==> config.mk <==
export PLATFORM = sky130hd
export DESIGN_NAME = burst_col_gen
export DESIGN_NICKNAME = d
export VERILOG_FILES = /design/src/rtl/bcg_pkg.sv /design/src/rtl/bcg_len_decode.sv /design/src/rtl/bcg_col_map.sv /design/src/rtl/burst_col_gen.sv
export SDC_FILE = /design/constraint.sdc
export NUM_CORES = 1
export LEC_CHECK = 0
export BUFFER_PORTS_ARGS = -buffer_cell sky130_fd_sc_hd__buf_2
export CAP_MARGIN = 20
export CORE_ASPECT_RATIO = 0.75
export CORE_MARGIN = 2
export CORE_UTILIZATION = 50
export DETAILED_ROUTE_END_ITERATION = 7
export PLACE_DENSITY = 0.71
export SYNTH_ARGS = -nofsm -noshare
export SYNTH_HDL_FRONTEND = slang
export SYNTH_HIERARCHICAL = 1
export SYNTH_SLANG_ARGS = --single-unit
==> constraint.sdc <==
create_clock -name clk -period 2.95 [get_ports clk]
set_input_delay 0.59 -clock clk [delete_from_list [all_inputs] [get_ports clk]]
set_output_delay 0.59 -clock clk [all_outputs]
set_load 0.02 [all_outputs]
==> src/rtl/bcg_pkg.sv <==
package bcg_pkg;
    typedef enum logic [2:0] {
        BLEN_1    = 3'd0,
        BLEN_2    = 3'd1,
        BLEN_4    = 3'd2,
        BLEN_8    = 3'd3,
        BLEN_PAGE = 3'd7
    } blen_code_e;
endpackage

==> src/rtl/bcg_len_decode.sv <==
module bcg_len_decode
    import bcg_pkg::*;
#(
    parameter int COL_W = 8
) (
    input  logic [2:0]       code_i,
    input  logic             force_one_i,
    output logic [COL_W-1:0] mask_o,
    output logic             page_o
);
    localparam logic [COL_W-1:0] PAGE_MASK = {COL_W{1'b1}};

    always_comb begin
        mask_o = '0;
        page_o = 1'b0;
        if (!force_one_i) begin
            case (code_i)
                BLEN_2:    mask_o = COL_W'(1);
                BLEN_4:    mask_o = COL_W'(3);
                BLEN_8:    mask_o = COL_W'(7);
                BLEN_PAGE: begin
                    mask_o = PAGE_MASK;
                    page_o = 1'b1;
                end
                default:   mask_o = '0;
            endcase
        end
    end
endmodule

==> src/rtl/bcg_col_map.sv <==
module bcg_col_map #(
    parameter int COL_W = 8
) (
    input  logic [COL_W-1:0] base_i,
    input  logic [COL_W-1:0] idx_i,
    input  logic [COL_W-1:0] mask_i,
    input  logic             inter_i,
    output logic [COL_W-1:0] col_o
);
    logic [COL_W-1:0] sum;

    always_comb begin
        sum = base_i + idx_i;
        if (inter_i) col_o = base_i ^ (idx_i & mask_i);
        else         col_o = (base_i & ~mask_i) | (sum & mask_i);
    end
endmodule

==> src/rtl/burst_col_gen.sv <==
module burst_col_gen #(
    parameter int COL_W = 8
) (
    input  logic             clk,
    input  logic             rst_n,
    input  logic             start_i,
    input  logic [COL_W-1:0] start_col_i,
    input  logic [2:0]       len_code_i,
    input  logic             interleave_i,
    input  logic             wr_i,
    input  logic             single_wr_i,
    input  logic             stop_i,
    output logic [COL_W-1:0] col_o,
    output logic             beat_o,
    output logic             last_o,
    output logic             busy_o
);
    typedef struct packed {
        logic             active;
        logic             inter;
        logic [COL_W-1:0] base;
        logic [COL_W-1:0] mask;
        logic [COL_W-1:0] idx;
    } burst_state_t;

    burst_state_t st_d, st_q;

    logic [COL_W-1:0] dec_mask;
    logic             dec_page;
    logic             final_beat;

    bcg_len_decode #(.COL_W(COL_W)) u_dec (
        .code_i      (len_code_i),
        .force_one_i (wr_i & single_wr_i),
        .mask_o      (dec_mask),
        .page_o      (dec_page)
    );

    bcg_col_map #(.COL_W(COL_W)) u_map (
        .base_i  (st_q.base),
        .idx_i   (st_q.idx),
        .mask_i  (st_q.mask),
        .inter_i (st_q.inter),
        .col_o   (col_o)
    );

    assign final_beat = st_q.active && (st_q.idx == st_q.mask);
    assign beat_o     = st_q.active;
    assign last_o     = final_beat;
    assign busy_o     = start_i | st_q.active;

    always_comb begin
        st_d = st_q;
        if (start_i) begin
            st_d.active = 1'b1;
            st_d.inter  = interleave_i & ~dec_page;
            st_d.base   = start_col_i;
            st_d.mask   = dec_mask;
            st_d.idx    = '0;
        end else if (st_q.active) begin
            if (stop_i || final_beat) st_d.active = 1'b0;
            else                      st_d.idx    = st_q.idx + COL_W'(1);
        end
    end

    always_ff @(posedge clk or negedge rst_n) begin
        if (!rst_n) st_q <= '0;
        else        st_q <= st_d;
    end
endmodule

==> impl_results.md, run 1 <==
* Slew margin rel. at 59.07%
* FF-to-FF path depth at 7
* Area grow syn2layout at 16.99%
* Clock Power Share at 25.5%
* Hpwl dp at 3004 µm
* Synth cell types at a little under 50
* Initial core utilization at 53.32%
* Clk slew on worst S/H paths at ~90 ps
* Most frequent cells in the layout: buf_2, dfrtp_1, mux2_2
* Slowest stage cell on the critical path: dfrtp_1
* Vias after detailed routing at 1,486
* CP Cell Sequence: ha_1, a211o_1, a221oi_1, xor2_1, a31oi_1, buf_2
* Worst-Margin Slew at between 600 and 700 ps
* Share of post-route cells with drive strength above 1 at 38.03%
* Synth Area per Inst at about 10 µm²
* CP Data Arrival Time at 2260 ps
* Die Height at roughly 56 µm
* WS Path Type: flip-flop to output port
* RePlAce Congestion at 0.9056
* Maxcap violations at 0
* Ranking of synthesized cells by area: dfrtp_1, mux2_2, ha_1, xnor2_1, a21oi_1
* Cts hold-fix bufs at 0
* Post-synthesis sequential area ratio at 36.36%
* Cell Area, Placed at 1931 µm²
* Final layout net count at approximately 240
* Number of port buffers at 28
* Crit path depth at 6
* Vias in the first global route at 1,377
* Crit end category: output port
* Cell leakage power at roughly 0.93 nW
* Max-slew violations at 0
* RSZ-0062 raised after global routing: true
* Max IR drop VDD at 0.2374 mV
* Post-synth EDFFs at 0
* Core area at 3356 µm²
* Clock skew at roughly 2.6 ps
* H-Tree Depth at 1
* First-pass GRT wire length at 6720 µm
* Remaining Overflow, GRT at 0
* Final Instance Area at between 2000 and 2500 µm²
* Fin crit period at 2848 ps
* Total routed wirelength at a little over 4000 µm
* Post-synthesis instance total at 180
* Synth top area share at 36.36%
* F_max at 0.3511 GHz
* FP Rows at 18
* Die X at 73.08 µm
* Pwr/cell area at 444.4 nW/µm²
* Outcome: completed
* Vias per cell at 5.874
* Setup TNS at 0 ps
* Mapped Nets at ~210
* Clk buf depth at 2
* Drt wl/cell at about 16 µm
* Pint at around 0.63 mW
* IO Count at 29
* Setup slack after layout at 102.2 ps
* Worst-path maximum fanout at 8
* Final setup fails at 0
* Largest area contributor in the synthesized netlist: dfrtp_1
* Sink Count at 26
* Drt first pass iters at 6
* Pre-CTS setup slack at 314.4 ps
* Largest net degree at the start of global routing at 29
* Hold WC Path Type: input port to asynchronous set/reset pin
* Reg power frac at between 40 and 50%
* Most used DFF post-synth: dfrtp_1
* Commonest non-fill, non-tap cell in the layout: buf_2
* Ys async rst share at 100.0%
* Root buffer cell: clkbuf_8
* Crit path max-delay family: compound AO/OA/AOI/OAI gates
* GRT Overall Usage at 21.12%
* WP buf/inv at 1
* ANT nets after route at 0
* Drt initial violations at 100
* Net Sw Frac at 32.28%
* CTS tree: yes
* ANT cells at 0
* Cell Area, Synth at 1789 µm²
* WP data required at 2360 ps
* DRC viols at 0
* Logic pwr share at 29.1%
* Slowest Stage Delay on Critical Path at 480 ps
* Worst-Skew Late Latency at 280 ps
* Initial antenna violation count at 0
* Sw Pwr at between 0.3 and 0.4 mW
* Crit. Startpoint: st_q[1]$_DFFE_PN0P_
* Final period util at 96.54%
* Setup crit start kind: flip-flop
* CTS buffer count at 3
* Final Hold Viols at 0
* #FFs+latches synth at 26
* Total Die Area at about 4100 µm²
* Synth Warn # at 6
* Critical R2R Launch: st_q[0]$_DFFE_PN0P_
## flip-flops by register name, summed over array words and instances (netlist names)
name and flops:
st_q 25, beat_o 1
## power by group through the flow
stage | combinational [mW] | clock (mW) | sequential [mW]
6_report | 0.271 | 0.237 | 0.423
5_1_grt | 0.295 | 0.257 | 0.428
4_1_cts | 0.243 | 0.240 | 0.420
3_5_place_dp | 0.241 | 0 | 0.427
3_3_place_gp | 0.236 | 0 | 0.424
2_1_floorplan | 0.181 | 0 | 0.415
## Yosys cell counts (all sizes together) (4+ instances only)
cell type  instances
dfrtp             26
mux2              18
o21ai             14
a21oi             12
xnor2             10
inv                9
ha                 8
nand3              8
nor2               7
buf                6
nand2              6
clkbuf             4
nand4              4
xor2               4
## cells by family after synthesis
group | after synthesis | synth area share, %
AO/OA/AOI/OAI | 47 | 17.13
XOR/XNOR | 14 | 6.853
adder cells (fa/ha/maj) | 9 | 6.714
buffers and inverters | 19 | 5.454
flip-flops | 26 | 36.36
multiplexers | 19 | 11.89
AND/OR/NAND/NOR | 46 | 15.60
## final timing paths
path	end	slack [ps]
worst max-delay path	col_o[5]	100
worst min-delay path	st_q[18]$_DFFE_PN0P_	310
worst max register to register	st_q[6]$_DFFE_PN0P_	840
worst min register to register	st_q[23]$_DFFE_PN0P_	550
max in group asynchronous	st_q[4]$_DFFE_PN0P_	2200
min in group clk	st_q[23]$_DFFE_PN0P_	540
## routing by layer
layer  vias to the layer above  GRT usage [%]  routed length (µm)
met1                       712          31.08                2091
met4                         0          4.497                  53
met3                         7          4.348                 203
met5                         -              0                   0
li1                        722              -                   -
met2                        45          31.92                1760
## cell type report
cell class	count	area, µm²
clock buffers	4	55.05
fillers	288	1262
inverters	9	33.78
multi-input cells	135	1072
flip-flops and latches	26	654.4
well taps	40	50.05
repair buffers	39	227.7
## timing repair
item,4_1_cts,5_1_grt
pin swaps,0,7
gates resized for setup,1,10
buffers inserted,0,9
endpoints found under the setup margin,1,3
## metrics by stage
step                hold slack (ps)  utilization, %  power, mW  instances
global placement              518.3           57.53     0.6598        240
detailed placement            528.1           57.53     0.6680        240
floorplan                     294.4               -     0.5968        180
CTS                           334.0           59.21     0.9034        244
global route                  356.7           62.38     0.9800        253
finish                        314.4           62.38     0.9302        253
No activity file was read; power rests on OpenSTA's default activity.
==> inputs of run 2 (changes only) <==
CORE_ASPECT_RATIO = 1.75   (was 0.75)
clock period = 3.6 ns   (was 2.95 ns; I/O delays follow)
==> impl_results.md, run 2 (synthesis results as in run 1) <==
* Final core utilization at 57.99% (-4.4 points)
* Worst-Margin Slew at 591.9 ps (-22.02 ps)
* CP Data Arrival Time at 2370 ps (+110 ps)
* Slowest stage cell on the critical path: dfrtp_1
* Area grow syn2layout at 10.14%
* Total Die Area at 4092 µm² (+0.34%)
* Setup TNS at 0 ps (unchanged)
* Post_cts resized at 0 (-1)
* Drt initial violations at 36 (-64%)
* GRT Overall Usage at 21.58% (+0.46 points)
* Hold WC Path Type: input port to asynchronous set/reset pin
* Root buffer cell: clkbuf_8
* Setup crit start kind: flip-flop
* Final setup fails at 0 (unchanged)
* F_max at 0.3233 GHz
* Max IR drop VDD at 0.2809 mV (+18%)
* Vias in the first global route at 1,476 (+7.2%)
* DRC viols at 0 (unchanged)
* Post-CTS Setup Inserts at 0 (unchanged)
* CTS buffer count at 3 (unchanged)
* Dpl cells at 244 (+1.7%)
* Crit path max-delay family: adder cells
* Final period util at between 80% and 90%
* Maxcap violations at 0 (unchanged)
* Outcome: completed
* Max FFs per register at 25 (unchanged)
* Core area at 3398 µm² (+1.3%)
* Drt wl/cell at 16.13 µm (-0.69%)
* Sw Pwr at 0.2301 mW (-23%)
* M1 WL at 1587 µm (-24%)
* IO Count at 29 (unchanged)
* Final layout net count at 231 (-4.1%)
* Logic pwr share at 28.3% (-0.8 points)
* Worst-path maximum fanout at 7 (-1)
* Cts hold-fix bufs at 0 (unchanged)
* Pwr/cell area at 358.6 nW/µm² (-19%)
* Number of port buffers at 28 (unchanged)
* Final Hold Viols at 0 (unchanged)
* RePlAce Congestion at 0.8708 (-3.8%)
* Initial core utilization at 52.65% (-0.67 points)
* Clk slew on worst S/H paths at 90 ps (about the same)
* Vias after detailed routing at 1,472 (-0.94%)
* Power Total at 0.7067 mW (-24%)
* CP Cell Sequence: ha_1, inv_1, fa_1, nor2b_4, o31a_1, o31ai_2, xnor2_1, a31o_1, buf_2
* CTS tree: yes
* Remaining Overflow, GRT at 0 (unchanged)
* Reg power frac at 48.5% (+3.0 points)
* H-Tree Depth at 1 (unchanged)
* Most flops, register: st_q
* Pint at 0.4766 mW (-24%)
* Slew margin rel. at 60.54% (+1.5 points)
* Die Height at 83.14 µm (+49%)
* Net Sw Frac at 32.56% (+0.28 points)
* Clk buf depth at 2 (unchanged)
* Initial antenna violation count at 0 (unchanged)
* Pre-CTS setup slack at 818.5 ps (+504.2 ps)
* Hpwl dp at 3040 µm (+1.2%)
* WS Path Type: flip-flop to output port
* Worst-Skew Late Latency at 270 ps (about the same)
* Met3 WL at 132 µm (-35%)
* Die X at 49.22 µm (-33%)
* Crit end category: output port
* Commonest non-fill, non-tap cell in the layout: buf_2
* Setup slack after layout at 506.7 ps (+404.5 ps)
* WP buf/inv at 2 (+1)
* Highest metal used: met4
* Metal2 WL at 2079 µm (+18%)
* ANT cells at 0 (unchanged)
* Largest net degree at the start of global routing at 29 (unchanged)
* RSZ-0062 raised after global routing: false
* Most frequent cells in the layout: buf_2, dfrtp_1, mux2_2
* Share of post-route cells with drive strength above 1 at 30.69% (-7.3 points)
* Max-slew violations at 0 (unchanged)
* Slowest Stage Delay on Critical Path at 480 ps (about the same)
* Drt first pass iters at 4 (-2)
* Fin crit period at 3093 ps
* FP Rows at 28 (+10)
* ANT nets after route at 0 (unchanged)
* Total routed wirelength at 3984 µm (-3.0%)
* Final non-filler cell total at 247 (-2.4%)
* First-pass GRT wire length at 6927 µm (+3.1%)
* Clock skew at 2.212 ps (-0.3615 ps)
* Sink Count at 26 (unchanged)
* Cell leakage power at 0.8723 nW (-6.0%)
* Vias per cell at 5.960 (+1.5%)
* Clock Power Share at 23.2% (-2.3 points)
* Filler cells at 326 (+13%)
* WP data required at 2880 ps (+520 ps)
==> run 2: cell types whose count changed in the layout (fill, tap and decap cells not counted), sizes merged <==
cell	before	now
buf	39	29
clkbuf	4	3
==> run 2: path summary, 6_finish.rpt <==
kind | startpoint | end | slack (ps) | cells after the start
min in group clk | st_q[23]$_DFFE_PN0P_ | st_q[23]$_DFFE_PN0P_ | 540 | 1
hold / removal | rst_n | beat_o$_DFF_PN0_ | 440 | 1
max in group asynchronous | rst_n | st_q[9]$_DFFE_PN0P_ | 2770 | 1
setup / recovery | st_q[0]$_DFFE_PN0P_ | col_o[6] | 510 | 9
hold reg to reg | st_q[23]$_DFFE_PN0P_ | st_q[23]$_DFFE_PN0P_ | 540 | 1
setup reg to reg | st_q[4]$_DFFE_PN0P_ | st_q[6]$_DFFE_PN0P_ | 1600 | 5
==> run 2: metal layers <==
layer	vias up	GRT usage, %
li1	705	-
met1	720	25.85
met2	34	36.36
met3	13	2.518
met4	0	12.47
met5	-	0
==> run 2: stage by stage <==
| step | instance area [µm²] | hold slack, ps |
|---|---|---|
| floorplan | 1789 | 424.4 |
| global placement | 1929 | 511.3 |
| detailed placement | 1929 | 518.8 |
| CTS | 1971 | 457.7 |
| global route | 1971 | 496.5 |
| finish | 1971 | 440.4 |
==> run 2: power by group through the flow <==
stage                     Clock (mW)  Sequential (mW)  Combinational [mW]
after global placement             0            0.347               0.193
after global routing           0.180            0.347               0.221
after floorplan                    0            0.340               0.149
after CTS                      0.169            0.343               0.200
final                          0.164            0.343               0.200
after detailed placement           0            0.349               0.200
==> run 2: cell type report <==
| type | count | area (µm²) | area share (%) |
|---|---|---|---|
| multi-input combinational | 135 | 1041 | 52.83 |
| timing repair buffer | 29 | 147.6 | 7.492 |
| tap | 45 | 56.30 | 2.857 |
| clock buffer | 3 | 41.29 | 2.095 |
| sequential | 26 | 650.6 | 33.02 |
| inverter | 9 | 33.78 | 1.714 |
